<file path="config.mk">
export PLATFORM = sky130hd
export DESIGN_NAME = ccd_readout_seq
export DESIGN_NICKNAME = d
export VERILOG_FILES = /design/src/rtl/ccd_seq_pkg.sv /design/src/rtl/ccd_phase_gen.sv /design/src/rtl/ccd_col_walk.sv /design/src/rtl/ccd_readout_seq.sv
export SDC_FILE = /design/constraint.sdc
export NUM_CORES = 1
export LEC_CHECK = 0
export BUFFER_PORTS_ARGS = -buffer_cell sky130_fd_sc_hd__buf_4
export CAP_MARGIN = 20
export CORE_MARGIN = 1.5
export CORE_UTILIZATION = 48
export CTS_CLUSTER_DIAMETER = 40
export DETAILED_ROUTE_END_ITERATION = 8
export GPL_TIMING_DRIVEN = 0
export PLACE_DENSITY_LB_ADDON = 0.3
export REMOVE_ABC_BUFFERS = 1
export SYNTH_ARGS = -nofsm -noshare
export SYNTH_HDL_FRONTEND = slang
export SYNTH_SLANG_ARGS = --single-unit
</file>
<file path="constraint.sdc">
create_clock -name clk_i -period 9.9 [get_ports clk_i]
set_clock_uncertainty 0.05 [all_clocks]
set_input_delay 1.98 -clock clk_i [delete_from_list [all_inputs] [get_ports clk_i]]
set_output_delay 1.98 -clock clk_i [all_outputs]
set_load 0.005 [all_outputs]
</file>
<file path="src/rtl/ccd_seq_pkg.sv">
package ccd_seq_pkg;
  typedef enum logic [1:0] {ST_IDLE, ST_LAUNCH, ST_RUN} seq_st_e;
  typedef enum logic [1:0] {SK_DUMP, SK_SHIFT, SK_FAST, SK_READ} step_e;

  function automatic logic [2:0] phase_onehot(input logic [1:0] ph);
    return 3'b001 << ph;
  endfunction
endpackage

</file>
<file path="src/rtl/ccd_phase_gen.sv">
module ccd_phase_gen #(
  parameter int LW = 4
) (
  input  logic          clk_i,
  input  logic          rst_ni,
  input  logic          start_i,
  input  logic [LW-1:0] len_i,
  output logic          active_o,
  output logic [1:0]    ph_o,
  output logic          end_o
);
  logic [LW-1:0] tcnt_q, len_q;
  logic [1:0]    ph_q;
  logic          act_q;

  assign active_o = act_q;
  assign ph_o     = ph_q;
  assign end_o    = act_q && (ph_q == 2'd2) && (tcnt_q == len_q - LW'(1));

  always_ff @(posedge clk_i or negedge rst_ni) begin
    if (!rst_ni) begin
      act_q  <= 1'b0;
      ph_q   <= 2'd0;
      tcnt_q <= '0;
      len_q  <= LW'(1);
    end else if (start_i) begin
      act_q  <= 1'b1;
      ph_q   <= 2'd0;
      tcnt_q <= '0;
      len_q  <= (len_i == '0) ? LW'(1) : len_i;
    end else if (act_q) begin
      if (tcnt_q == len_q - LW'(1)) begin
        tcnt_q <= '0;
        if (ph_q == 2'd2) act_q <= 1'b0;
        else              ph_q  <= ph_q + 2'd1;
      end else begin
        tcnt_q <= tcnt_q + LW'(1);
      end
    end
  end

  a_r3_tick_in_range: assert property (@(posedge clk_i) disable iff (!rst_ni)
    act_q |-> (tcnt_q < len_q) && (ph_q != 2'd3));
endmodule

</file>
<file path="src/rtl/ccd_col_walk.sv">
module ccd_col_walk #(
  parameter int CW   = 12,
  parameter int LEAD = 50
) (
  input  logic          clk_i,
  input  logic          rst_ni,
  input  logic          init_i,
  input  logic          adv_i,
  input  logic [CW-1:0] half_i,
  input  logic [CW-1:0] col_start_i,
  input  logic [CW-1:0] win_cols_i,
  input  logic [CW-1:0] bin_col_i,
  input  logic [CW-1:0] oc_cols_i,
  output logic          fast_o,
  output logic          rst_o,
  output logic          smp_o,
  output logic [CW-1:0] col_o,
  output logic          last_o
);
  localparam logic [CW-1:0] LEAD_C = CW'(LEAD);

  logic [CW-1:0] pos_q, widx_q, sub_q, img_c;
  logic in_lead, in_img, in_win, in_ovc, sub_last;

  always_comb begin
    in_lead  = pos_q < LEAD_C;
    in_img   = !in_lead && (pos_q < LEAD_C + half_i);
    in_ovc   = !in_lead && !in_img;
    img_c    = pos_q - LEAD_C;
    in_win   = in_img && (img_c >= col_start_i) && (widx_q < win_cols_i);
    sub_last = sub_q == bin_col_i - CW'(1);
    fast_o   = !(in_win || in_ovc);
    rst_o    = !(in_win && (sub_q != '0));
    smp_o    = (in_win && sub_last) || in_ovc;
    col_o    = in_ovc ? win_cols_i + (pos_q - LEAD_C - half_i) : widx_q;
    last_o   = pos_q == LEAD_C + half_i + oc_cols_i - CW'(1);
  end

  always_ff @(posedge clk_i or negedge rst_ni) begin
    if (!rst_ni) begin
      pos_q  <= '0;
      widx_q <= '0;
      sub_q  <= '0;
    end else if (init_i) begin
      pos_q  <= '0;
      widx_q <= '0;
      sub_q  <= '0;
    end else if (adv_i) begin
      pos_q <= pos_q + CW'(1);
      if (in_win) begin
        if (sub_last) begin
          sub_q  <= '0;
          widx_q <= widx_q + CW'(1);
        end else begin
          sub_q <= sub_q + CW'(1);
        end
      end
    end
  end

  // packet counter never runs past the bin size
  a_r5_sub_in_bin: assert property (@(posedge clk_i) disable iff (!rst_ni)
    adv_i |-> !(in_win && (sub_q >= bin_col_i)));
endmodule

</file>
<file path="src/rtl/ccd_readout_seq.sv">
module ccd_readout_seq
  import ccd_seq_pkg::*;
#(
  parameter int COLS         = 2048,
  parameter int LEAD         = 50,
  parameter int ROWS         = 1024,
  parameter int MAX_WIN_ROWS = 512,
  parameter int CW           = 12,
  parameter int RW           = 12,
  parameter int LW           = 4,
  parameter int ROW_PH       = 8,
  parameter int PIX_PH       = 2,
  parameter int FAST_PH      = 1
) (
  input  logic          clk_i,
  input  logic          rst_ni,
  input  logic          start_i,
  input  logic          flush_i,
  input  logic [1:0]    port_sel_i,
  input  logic [2:0]    integ_phase_i,
  input  logic [RW-1:0] row_start_i,
  input  logic [RW-1:0] win_rows_i,
  input  logic [RW-1:0] bin_row_i,
  input  logic [CW-1:0] col_start_i,
  input  logic [CW-1:0] win_cols_i,
  input  logic [CW-1:0] bin_col_i,
  input  logic [CW-1:0] oc_cols_i,
  input  logic [RW-1:0] oc_rows_i,
  output logic [2:0]    iphi_o,
  output logic [2:0]    sphi_o,
  output logic          dump_o,
  output logic          amp_rst_o,
  output logic [1:0]    sample_o,
  output logic [CW-1:0] col_o,
  output logic [RW-1:0] row_o,
  output logic          done_o
);
  localparam logic [CW-1:0] HALF_FULL  = CW'(COLS);
  localparam logic [CW-1:0] HALF_SPLIT = CW'(COLS / 2);
  localparam logic [RW-1:0] ROWS_C     = RW'(ROWS);
  localparam logic [RW-1:0] MAXW_C     = RW'(MAX_WIN_ROWS);

  seq_st_e st_q;
  step_e   kind_q;
  logic [1:0]    port_q;
  logic [2:0]    integ_q;
  logic [RW-1:0] rs_q, wr_q, br_q, ocr_q, phys_q, wrow_q, brow_q, ocnt_q, row_q;
  logic [CW-1:0] cs_q, wc_q, bc_q, occ_q, col_q, half;
  logic          flush_q, ser_q, step_rst_q, step_smp_q, done_q;

  logic g_start, g_active, g_end;
  logic [1:0] g_ph;
  logic [LW-1:0] g_len;
  logic w_init, w_adv, w_fast, w_rst, w_smp, w_last;
  logic [CW-1:0] w_col;
  logic adv, dec_pix, dec_pre, dec_win, dec_post, dec_ovr, dec_fin, bin_full;
  logic row_step, pix_step;

  assign half = (port_q == 2'b11) ? HALF_SPLIT : HALF_FULL;

  // next-step priority: serial walk, pre-dump, window rows, post-dump, virtual rows
  always_comb begin
    adv      = (st_q == ST_LAUNCH) || ((st_q == ST_RUN) && g_end);
    dec_pix  = ser_q;
    dec_pre  = !ser_q && !flush_q && (phys_q < rs_q);
    dec_win  = !ser_q && !dec_pre && !flush_q && (wrow_q < wr_q);
    dec_post = !ser_q && !dec_pre && !dec_win && (phys_q < ROWS_C);
    dec_ovr  = !ser_q && !dec_pre && !dec_win && !dec_post && (ocnt_q < ocr_q);
    dec_fin  = !(dec_pix || dec_pre || dec_win || dec_post || dec_ovr);
    bin_full = brow_q == br_q - RW'(1);
    g_start  = adv && !dec_fin;
    w_adv    = adv && dec_pix;
    w_init   = adv && (dec_ovr || (dec_win && bin_full));
    g_len    = !dec_pix ? LW'(ROW_PH) : (w_fast ? LW'(FAST_PH) : LW'(PIX_PH));
  end

  ccd_phase_gen #(.LW(LW)) i_phase_gen (
    .clk_i, .rst_ni, .start_i(g_start), .len_i(g_len),
    .active_o(g_active), .ph_o(g_ph), .end_o(g_end)
  );

  ccd_col_walk #(.CW(CW), .LEAD(LEAD)) i_col_walk (
    .clk_i, .rst_ni, .init_i(w_init), .adv_i(w_adv), .half_i(half),
    .col_start_i(cs_q), .win_cols_i(wc_q), .bin_col_i(bc_q), .oc_cols_i(occ_q),
    .fast_o(w_fast), .rst_o(w_rst), .smp_o(w_smp), .col_o(w_col), .last_o(w_last)
  );

  always_ff @(posedge clk_i or negedge rst_ni) begin
    if (!rst_ni) begin
      st_q <= ST_IDLE;  kind_q <= SK_DUMP;
      port_q <= 2'b01;  integ_q <= '0;  flush_q <= 1'b0;
      rs_q <= '0;  wr_q <= '0;  br_q <= RW'(1);  ocr_q <= '0;
      cs_q <= '0;  wc_q <= '0;  bc_q <= CW'(1);  occ_q <= '0;
      phys_q <= '0;  wrow_q <= '0;  brow_q <= '0;  ocnt_q <= '0;
      row_q <= '0;  col_q <= '0;  ser_q <= 1'b0;
      step_rst_q <= 1'b0;  step_smp_q <= 1'b0;  done_q <= 1'b0;
    end else if (st_q == ST_IDLE) begin
      if (start_i || flush_i) begin
        st_q    <= ST_LAUNCH;
        done_q  <= 1'b0;
        flush_q <= !start_i;
        port_q  <= (port_sel_i == 2'b00) ? 2'b01 : port_sel_i;
        integ_q <= integ_phase_i;
        rs_q    <= row_start_i;
        wr_q    <= (win_rows_i > MAXW_C) ? MAXW_C : win_rows_i;
        br_q    <= (bin_row_i == '0) ? RW'(1) : bin_row_i;
        ocr_q   <= start_i ? oc_rows_i : '0;
        cs_q    <= col_start_i;
        wc_q    <= win_cols_i;
        bc_q    <= (bin_col_i == '0) ? CW'(1) : bin_col_i;
        occ_q   <= oc_cols_i;
        phys_q  <= '0;  wrow_q <= '0;  brow_q <= '0;  ocnt_q <= '0;
        ser_q   <= 1'b0;
      end
    end else if (adv) begin
      st_q       <= dec_fin ? ST_IDLE : ST_RUN;
      done_q     <= dec_fin;
      step_rst_q <= 1'b0;
      step_smp_q <= 1'b0;
      if (dec_pix) begin
        kind_q     <= w_fast ? SK_FAST : SK_READ;
        step_rst_q <= w_rst;
        step_smp_q <= w_smp;
        col_q      <= w_col;
        if (w_last) ser_q <= 1'b0;
      end else if (dec_pre || dec_post) begin
        kind_q <= SK_DUMP;
        phys_q <= phys_q + RW'(1);
      end else if (dec_win) begin
        kind_q <= SK_SHIFT;
        phys_q <= phys_q + RW'(1);
        if (bin_full) begin
          brow_q <= '0;
          ser_q  <= 1'b1;
          row_q  <= wrow_q;
          wrow_q <= wrow_q + RW'(1);
        end else begin
          brow_q <= brow_q + RW'(1);
        end
      end else if (dec_ovr) begin
        kind_q <= SK_SHIFT;
        ocnt_q <= ocnt_q + RW'(1);
        ser_q  <= 1'b1;
        row_q  <= wr_q + ocnt_q;
      end
    end
  end

  always_comb begin
    row_step  = g_active && ((kind_q == SK_DUMP) || (kind_q == SK_SHIFT));
    pix_step  = g_active && ((kind_q == SK_FAST) || (kind_q == SK_READ));
    iphi_o    = (st_q == ST_IDLE) ? integ_phase_i :
                row_step ? phase_onehot(g_ph) : integ_q;
    sphi_o    = pix_step ? phase_onehot(g_ph) : 3'b000;
    dump_o    = g_active && (kind_q == SK_DUMP);
    amp_rst_o = pix_step && step_rst_q && (g_ph == 2'd0);
    sample_o  = (pix_step && g_end && step_smp_q) ? port_q : 2'b00;
    col_o     = col_q;
    row_o     = row_q;
    done_o    = done_q;
  end

  a_r12_serial_onehot: assert property (@(posedge clk_i) disable iff (!rst_ni)
    $onehot0(sphi_o));
  a_r12_dump_no_serial: assert property (@(posedge clk_i) disable iff (!rst_ni)
    dump_o |-> (sphi_o == 3'b000));
  a_r4_sample_on_last_phase: assert property (@(posedge clk_i) disable iff (!rst_ni)
    (sample_o != 2'b00) |-> (sphi_o == 3'b100) && !done_o);
  a_r5_no_sample_on_reset: assert property (@(posedge clk_i) disable iff (!rst_ni)
    (sample_o != 2'b00) |-> !amp_rst_o);
  a_r11_done_holds: assert property (@(posedge clk_i) disable iff (!rst_ni)
    (done_o && !start_i && !flush_i) |=> done_o);
  a_r11_idle_integ: assert property (@(posedge clk_i) disable iff (!rst_ni)
    done_o |-> (iphi_o == integ_phase_i));
endmodule

</file>
# [Word-level counts from Yosys, hierarchy flattened]
# Cells that the tools add are included.
[totals] elab_cells=247 ff_bits=229 ram_bits=0 output_inout_bits=35 input_bits=105 mem_bits_ro=0 latchBits=0 n_memories=0
[classes] mul=0 n_addsub=19 div_mod_pow=0 n_bitwise=3 magnitude_cmp=9 eq_ne=17 n_shift=1 n_mux=84 n_reduce_logical=84
[ops] op="$mux W12" count=43
[ops] op="$add A12 B1 Y12 const B" count=7
[ops] op="$lt A12 B12 Y1" count=5
[ops] op="$add A12 B12 Y12" count=3
[ops] op="$eq A12 B12 Y1" count=3
[ops] op="$sub A12 B1 Y12 const B" count=3
[ops] op="$mux W2" count=15
[ops] op="$logic_and A1 B1 Y1" count=29
[ops] op="$logic_not A12 Y1" count=2
[ops] op="$mux W4" count=5
[ops] op="$reduce_bool A2 Y1" count=10
[ops] op="$mux W1" count=18
[ops] op="$reduce_and A6 Y1" count=3
[ops] op="$add A6 B12 Y12 const A" count=1
[ops] op="$ge A12 B12 Y1" count=1
[ops] op="$gt A12 B10 Y1 const B" count=1
[ops] op="$logic_or A1 B1 Y1" count=12
[ops] op="$lt A12 B11 Y1 const B" count=1
[ops] op="$lt A12 B6 Y1 const B" count=1
[ops] op="$reduce_and A3 Y1" count=4
[ops] op="$reduce_bool A12 Y1" count=1
[ops] op="$sub A12 B12 Y12" count=1
[ops] op="$sub A12 B6 Y12 const B" count=1
[ops] op="$eq A2 B2 Y1 const B" count=5
[ops] op="other kinds (18)" count=42

# [Longest topological paths before layout]
# Gate-level depths: netlist (run 1).
[logic_depth] depth_word=19 ltp_mapped=18 mapped_depth_nobuf=17

# [Hierarchy]
# From an unflattened synthesis (run 1), not the netlist that was laid out.
[hier_totals] hier_cells=1824 area_unflattened_um2=15756.4
[by_module_without_submodules] mod="ccd_readout_seq" n_inst=1 area_per_inst_um2=9449.1 seq_area_each_um2=4558.1 cells_each=1075
[by_module_without_submodules] mod="ccd_col_walk" n_inst=1 area_per_inst_um2=5681.7 seq_area_each_um2=900.9 cells_each=689
[by_module_without_submodules] mod="ccd_phase_gen" n_inst=1 area_per_inst_um2=625.6 seq_area_each_um2=276.5 cells_each=60

# [Least setup slack after synthesis (run 1)]
# No wires, ideal clock.
[synth_path] path_type="input to output" from="input integ_phase_i[0]" to="output iphi_o[0]" arrival_ps=2102 n_path_buf=0 stages=2 slack_ps=5768 required_ps=7870 cell_sequence="nand2_1 > o21ai_0"
[synth_between] elab_chain_len=1
[synth_lines] element="start, declared" line_no="ccd_readout_seq.sv:20" rtl="input logic [2:0] integ_phase_i,"
[synth_lines] element="$mux W3" line_no="ccd_readout_seq.sv:152" rtl="iphi_o = (st_q == ST_IDLE) ? integ_phase_i :"
[synth_lines] element="end, declared" line_no="ccd_readout_seq.sv:29" rtl="output logic [2:0] iphi_o,"
# Every way passes these cells.

# [Worst setup path in the final report (run 1)]
[layout_path] from="register i_phase_gen.len_q[0]" to="output sample_o[1]"
[layout_between] elab_chain_len=6
[layout_lines] element="start, declared" line_no="ccd_phase_gen.sv:12" rtl="logic [LW-1:0] tcnt_q, len_q;"
[layout_lines] element="start signal, assigned" line_no="ccd_phase_gen.sv:30" rtl="len_q <= (len_i == '0) ? LW'(1) : len_i;"
[layout_lines] element="$sub A4 B1 Y4" line_no="ccd_phase_gen.sv:18" rtl="assign end_o = act_q && (ph_q == 2'd2) && (tcnt_q == len_q - LW'(1));"
[layout_lines] element="$eq A4 B4 Y1" line_no="ccd_phase_gen.sv:18"
[layout_lines] element="$logic_and A1 B1 Y1" line_no="ccd_phase_gen.sv:18"
[layout_lines] element="$logic_and A1 B1 Y1 (2 in a row)" line_no="ccd_readout_seq.sv:157" rtl="sample_o = (pix_step && g_end && step_smp_q) ? port_q : 2'b00;"
[layout_lines] element="$mux W2" line_no="ccd_readout_seq.sv:157"
[layout_lines] element="end, declared" line_no="ccd_readout_seq.sv:33" rtl="output logic [1:0] sample_o,"
# Every way passes these cells.

==> out/results.tsv, run 1 <==
stage	metric	value	unit
logic_synthesis	yosysWarnings	0	
final_layout	fin_util	58.89	%
worst_setup_path	rrSetupSlack	5650	ps
worst_setup_path	critPathLaunchType	flip-flop	
placed_design	hpwlAfterDp	24.40	mm
timing	finalCritPeriodShare	47.46	%
grt	grt_max_degree	93	
route	drtIter0Drc	721	
min_path	hp-class	flip-flop to flip-flop	
power_and_ir_drop	p_per_area	152.2	nW/um2
clock_network	clock_sinks	228	
logic_synthesis	synth_async_sr_flop_share	100.0	%
timing	fmax	212.8	MHz
timing	finalMaxSlewViolations	0	
run	drv_cap	0	
grt	antenna_found_initial	0	
power_and_ir_drop	leakage	0.007981	uW
worst_setup_path	critPathArrivalTime	2670	ps
timing	holdWs	426.7	ps
worst_setup_path	path_class	flip-flop to output port	
logic_synthesis	syn_avg_cell_area	8.674	um2
logic_synthesis	seq_area_frac_synth	40.59	%
floorplan	fp.dieH	174.2	um
clock_network	cts_resized	0	
placed_design	dp_cells	2096	
clock_network	cts_hold_buf	0	
final_layout	instances_no_fill	2164	
floorplan	die_area	30350	um2
route	viasPerCell	5.465	
route	detail-route-antenna-nets	0	
placed_design	gp_congestion	0.8776	
worst_setup_path	crit_path_cell_trace	inv_1 -> ha_1 -> xor2_1 -> nand2_1 -> nor2_1 -> nand2_1 -> nor2_1 -> and2_1 -> buf_4	
grt	grt_pass1_wl	55.94	mm
logic_synthesis	synth_area_leaders	dfrtp_1 40%, ha_1 9.6%, nand2_1 7.4%	
worst_setup_path	cpMaxStageDelayCell	dfstp_2	
route	drc	0	
logic_synthesis	ys.flop_type	dfrtp_1	
clock_network	cts_tree	yes	
grt	grt_overflow	0	
worst_setup_path	slowest_delay	540	ps
worst_setup_path	required	7870	ps
floorplan	rows	62	
logic_synthesis	netlist_area	14070	um2
power_and_ir_drop	finalPower	2579	uW
logic_synthesis	synth.distinct_cells	81	
clock_network	cts_buffer_depth	3	
grt	grt_pass1_vias	11590	
logic_synthesis	ys_ff_latch	228	
worst_setup_path	crit_family	simple AND/OR/NAND/NOR gates	
placed_design	port_buffers	139	
timing	slew_headroom	30.10	%
route	dr.pass1.iters	5	
clock_network	cts-buffers-inserted	37	
clock_network	h-tree-depth	2	
floorplan	ioPinCount	140	
clock_network	cts_setup_buffers	0	
clock_network	clock_latency	530	ps
final_layout	diodes	0	
route	num_vias	11830	
grt	track_usage	22.12	%
timing	hold_violations	0	
final_layout	areaGrowthSynthToFinish	20.47	%
final_layout	final_common_cell	nand2_1	
worst_setup_path	path_max_fanout	5	
final_layout	nets	1966	
final_layout	fillers	2496	
logic_synthesis	synth_edf_count	0	
clock_network	clkTransAtPathRegs	60	ps
logic_synthesis	synth.top_cell.area_share	39.84	%
logic_synthesis	synth_cells	1622	
final_layout	drive_gt1_share	14.16	%
timing	rsz0062_at_grt	no	
floorplan	die_w	174.2	um
route	wl	33.18	mm
status	outcome	finished clean	
timing	finalCriticalPeriod	4698	ps
route	routedWlPerCell	15.33	um
worst_setup_path	cp-end-kind	output port	
timing	setup_violations	0	
floorplan	coreArea	28780	um2
power_and_ir_drop	peakVddDrop	0.0001058	V
worst_setup_path	critPathBufInv	2	
final_layout	final_cell_mix	277 x nand2_1, 224 x dfrtp_1, 144 x o21ai_0	
logic_synthesis	yosys.area.top_type	dfrtp_1	
timing	worst_slew_pin_slew	1048	ps
clock_network	cts-root-buf	clkbuf_16	
floorplan	initial_utilization	48.89	%
==> cell usage after synthesis (3+ instances only) <==
master       n
nand2_1    277
dfrtp_1    224
o21ai_0    144
nor2_1     134
inv_1      115
ha_1       108
xnor2_1     83
a21oi_1     59
clkbuf_1    47
xor2_1      46
nand3_1     39
nor3_1      37
and3_1      26
nand4_1     21
nor4_1      21
mux2i_1     16
nand2b_1    13
nor2b_1     12
o31ai_1     12
a211oi_1    11
a21o_1      11
a31oi_1     11
nand3b_1    11
and2_1      10
o21a_1      10
or3_1       10
o211ai_1     8
buf_2        7
buf_1        5
nor3b_1      5
o2111ai_1    5
or2_2        5
or4_1        5
a22o_1       4
a311oi_1     4
dfstp_2      4
a211o_1      3
nor4b_1      3
o31a_1       3
==> report_power, final <==
part	switching, uW	internal, uW
Sequential	26.9	964
Clock	496	871
Combinational	118	103
==> layer usage <==
metal  vias up  GRT usage, %  wire length [um]
li1       5846             -                 -
met4         0         6.214               609
met3        55         3.281              1479
met5         -             0                 0
met1      5676         30.90             15850
met2       250         35.74             15240
==> tightest hold or removal path, cell delays in order, from the launching register on <==
cell and delay (ps):
dfrtp_1 340, nand2_1 50, nand2_1 50
==> layout make-up <==
cell class              count  area (um2)  share of cell area, %
clock buffers              39       943.4                  5.566
clock inverters            29       390.4                  2.303
inverters                 116       435.4                  2.569
multi-input cells        1217        7727                  45.59
flip-flops and latches    228        5710                  33.69
well taps                 384       480.5                  2.835
repair buffers            151        1262                  7.448
==> logic make-up (layout without fill, tap and decap cells) <==
group | after synthesis | in the layout | share of synthesized area (%)
buffers and inverters | 177 | 335 | 4.864
and+or+nand+nor | 646 | 646 | 21.62
AOI/OAI and AO/OA | 316 | 316 | 13.87
muxes | 16 | 16 | 1.138
xor gates and xnor gates | 129 | 129 | 8.030
adders and majority gates | 110 | 110 | 9.889
DFF | 228 | 228 | 40.59
==> metrics by stage <==
| stage | area (um2) | setup WS, ps | TNS [ps] |
|---|---|---|---|
| 2_1_floorplan | 13820 | 815.7 | 0 |
| 3_3_place_gp | 15340 | -3274 | -119330 |
| 3_5_place_dp | 15620 | 5445 | 0 |
| 4_1_cts | 16950 | 5172 | 0 |
| 5_1_grt | 16950 | 4993 | 0 |
| 6_report | 16950 | 5202 | 0 |
==> worst paths after layout <==
kind                                      start                  end  depth (start not counted)
min in group asynchronous                rst_ni              rs_q[4]                          1
max                        i_phase_gen.len_q[0]          sample_o[1]                          9
min                                  integ_q[0]           integ_q[0]                          2
max in group asynchronous                rst_ni            port_q[0]                          3
min reg2reg                          integ_q[0]           integ_q[0]                          2
max reg2reg                 i_col_walk.pos_q[1]  i_col_walk.sub_q[8]                         16
Power figures use the tool's default switching activity.
==> run 2, diff against run 1 <==
- ABC_AREA: default -> 1
- clock period: 9.9 -> 4.55 ns (I/O delays scaled with it)
==> run 2 against run 1 <==
  * Area after synthesis up 9.1%
  * Cell area rose by 7.7%
  * Power is 120% higher
  * Utilization fell by 0.88 points
  * Worst setup slack got worse by 4700 ps
  * Final cell count is 20% higher
  * Routed wire length grew 16%
  * Sequential share of layout area decreased by 2.4 points
  * Critical endpoint is now i_col_walk.widx_q[2]
  * Largest cell class unchanged
  * Combinational power shrank 45%
  * Die area increased by 8.9%
==> out/results.tsv, run 2 <==
stage	metric	value	unit	change
status	outcome	finished clean		
grt	use_met3	3.169	%	-0.11 points
logic_synthesis	synth_edf_count	0		unchanged
clock_network	clock_latency	530	ps	about the same
clock_network	cts_hold_buf	0		unchanged
logic_synthesis	ys_ff_latch	228		unchanged
clock_network	cts_tree	yes		
logic_synthesis	synth_async_sr_flop_share	100.0	%	unchanged
worst_setup_path	required	4960	ps	-2910 ps
worst_setup_path	critPathArrivalTime	4460	ps	+1790 ps
floorplan	rows	65		+4.8%
route	dr.pass1.iters	5		unchanged
logic_synthesis	yosysWarnings	0		unchanged
logic_synthesis	netlist_area	15340	um2	+9.1%
clock_network	cts_buffer_depth	3		unchanged
grt	grt_pass1_wl	65.00	mm	+16%
run	drv_cap	0		unchanged
clock_network	h-tree-depth	2		unchanged
floorplan	die_area	33050	um2	+8.9%
clock_network	clkTransAtPathRegs	50	ps	about the same
grt	grt_overflow	0		unchanged
worst_setup_path	critPathBufInv	5		+3
logic_synthesis	seq_area_frac_synth	37.21	%	-3.4 points
timing	slew_headroom	38.20	%	+8.1 points
grt	grtUsageMet1	31.40	%	+0.50 points
logic_synthesis	synth_cells	2040		+26%
route	wl	38.43	mm	+16%
logic_synthesis	synth.top_cell.area_share	36.53	%	-3.3 points
logic_synthesis	yosysMostFrequentCell	nand2_1		
route	drc	0		unchanged
worst_setup_path	cp-end-kind	flip-flop		
grt	top_usage_layer	met2		
power_and_ir_drop	peakVddDrop	0.0003105	V	+190%
logic_synthesis	synth.distinct_cells	53		-35%
grt	track_usage	23.88	%	+1.8 points
clock_network	cts_setup_buffers	0		unchanged
final_layout	areaGrowthSynthToFinish	18.99	%	
logic_synthesis	yosys.area.top_type	dfrtp_1		
timing	worst_slew_pin_slew	927.0	ps	-121.5 ps
floorplan	die_w	181.8	um	+4.4%
final_layout	fin_util	58.01	%	-0.88 points
timing	finalCriticalPeriod	4055	ps	
grt	grt_max_degree	117		+26%
power_and_ir_drop	leakage	0.009270	uW	+16%
placed_design	port_buffers	139		unchanged
logic_synthesis	netlist_top_cells_count	527 x nand2_1, 237 x inv_1, 224 x dfrtp_1		
worst_setup_path	critPathLaunchType	flip-flop		
logic_synthesis	ys.flop_type	dfrtp_1		
final_layout	drive_gt1_share	14.34	%	+0.19 points
timing	setup_violations	0		unchanged
timing	finalCritPeriodShare	89.11	%	
route	num_vias	13850		+17%
grt	grtUsageMet2	40.45	%	+4.7 points
timing	hold_violations	0		unchanged
logic_synthesis	syn_avg_cell_area	7.522	um2	-13%
clock_network	cts-buffers-inserted	42		+14%
route	drtIter0Drc	916		+27%
placed_design	hpwlAfterDp	27.67	mm	+13%
route	routedWlPerCell	14.79	um	-3.5%
clock_network	cts-root-buf	clkbuf_16		
timing	fmax	246.6	MHz	
worst_setup_path	path_class	flip-flop to flip-flop		
power_and_ir_drop	p_per_area	304.8	nW/um2	+100%
clock_network	clock_sinks	228		unchanged
timing	rsz0062_at_grt	no		
final_layout	final_cell_mix	527 x nand2_1, 236 x inv_1, 224 x dfrtp_1		
floorplan	coreArea	31470	um2	+9.4%
worst_setup_path	path_max_fanout	25		+20
power_and_ir_drop	finalPower	5565	uW	+120%
worst_setup_path	crit_path_cell_trace	inv_1 -> ha_1 -> nand2_1 -> nand2_1 -> nor2_1 -> inv_1 -> nand3_1 -> xor2_1 -> inv_1 -> ha_1 -> nand4_1 -> inv_1 -> nand3b_1 -> nand4_1 -> nand2_1 -> nor2_2 -> nand2_2 -> inv_2 -> nand4_1 -> nand2_1		
route	detail-route-antenna-nets	0		unchanged
clock_network	cts_resized	0		unchanged
worst_setup_path	slowest_delay	530	ps	about the same
route	viasPerCell	5.330		-2.5%
floorplan	initial_utilization	48.75	%	-0.13 points
final_layout	final_common_cell	nand2_1		
final_layout	nets	2379		+21%
grt	grt_pass1_vias	13430		+16%
worst_setup_path	crit_family	simple AND/OR/NAND/NOR gates		
timing	finalMaxSlewViolations	0		unchanged
grt	antenna_found_initial	0		unchanged
final_layout	diodes	0		unchanged
logic_synthesis	synth_area_leaders	dfrtp_1 37%, nand2_1 13%, ha_1 8.8%		
floorplan	ioPinCount	140		unchanged
placed_design	gp_congestion	0.8879		+1.2%
min_path	hp-class	input pin to asynchronous set/reset pin		
worst_setup_path	cpMaxStageDelayCell	inv_2		
floorplan	fp.dieH	181.8	um	+4.4%
==> run 2: cell count changes after synthesis, moves of 20 or more <==
cell,before,now
nand4_1,21,58
xnor2_1,83,30
and3_1,26,2
nand3_1,39,118
o21ai_0,144,179
o21ai_2,0,20
or2_2,5,28
nand2_1,277,527
inv_1,115,237
xor2_1,46,78
==> run 2: final timing paths <==
kind	startpoint	endpoint	slack (ps)	cells after the start
worst max-delay path	i_col_walk.pos_q[1]	i_col_walk.widx_q[2]	500	20
worst min-delay path	rst_ni	wc_q[5]	360	1
worst max register to register	i_col_walk.pos_q[1]	i_col_walk.widx_q[2]	500	20
worst min register to register	rs_q[0]	rs_q[0]	430	2
max in group asynchronous	rst_ni	ocnt_q[4]	2990	2
min in group clk_i	rs_q[0]	rs_q[0]	430	2
==> run 2: cell families (layout without fill, tap and decap cells) <==
| logic type | Yosys count | in the layout | share of synthesized area (%) |
|---|---|---|---|
| and+or+nand+nor | 955 | 955 | 27.32 |
| buffers and inverters | 318 | 474 | 8.333 |
| AOI/OAI and AO/OA | 317 | 317 | 11.55 |
| DFF | 228 | 228 | 37.21 |
| adders and majority gates | 110 | 110 | 9.067 |
| xor gates and xnor gates | 109 | 109 | 6.311 |
| muxes | 3 | 3 | 0.1957 |
==> run 2: cell type report <==
cell class                 count  area (um2)
tap                          402       503.0
sequential                   228        5710
inverter                     254       959.7
clock buffer                  51        1145
clock inverter                25       402.9
timing repair buffer         144        1169
multi-input combinational   1494        8369
fill                        2874       13220
==> run 2: where the power goes <==
part	internal (uW)	total, uW	switching [uW]	leakage [uW]
clock network	2310	3410	1100	0.000755
registers	2030	2030	0	0.00272
logic	60.6	121	60.4	0.00580
==> run 2: per-stage QoR <==
stage | hold slack [ps] | instances | setup TNS [ps] | setup slack [ps] | instance area (um2)
detailed placement | 418.0 | 2521 | 0 | 605.0 | 16680
global route | 460.6 | 2598 | 0 | 188.5 | 18260
finish | 358.4 | 2598 | 0 | 495.4 | 18260
floorplan | 395.2 | 1976 | -5008 | -162.6 | 15020
global placement | 416.6 | 2517 | -454490 | -4415 | 16570
CTS | 431.6 | 2597 | 0 | 518.9 | 18230
==> run 2: layer usage <==
layer	vias to the layer above	routed length [um]	share of wire, %
met5	-	0	0
met4	0	1198	3.1
met3	86	1911	5.0
met2	358	18220	47
met1	6478	17100	44
li1	6926	-	-
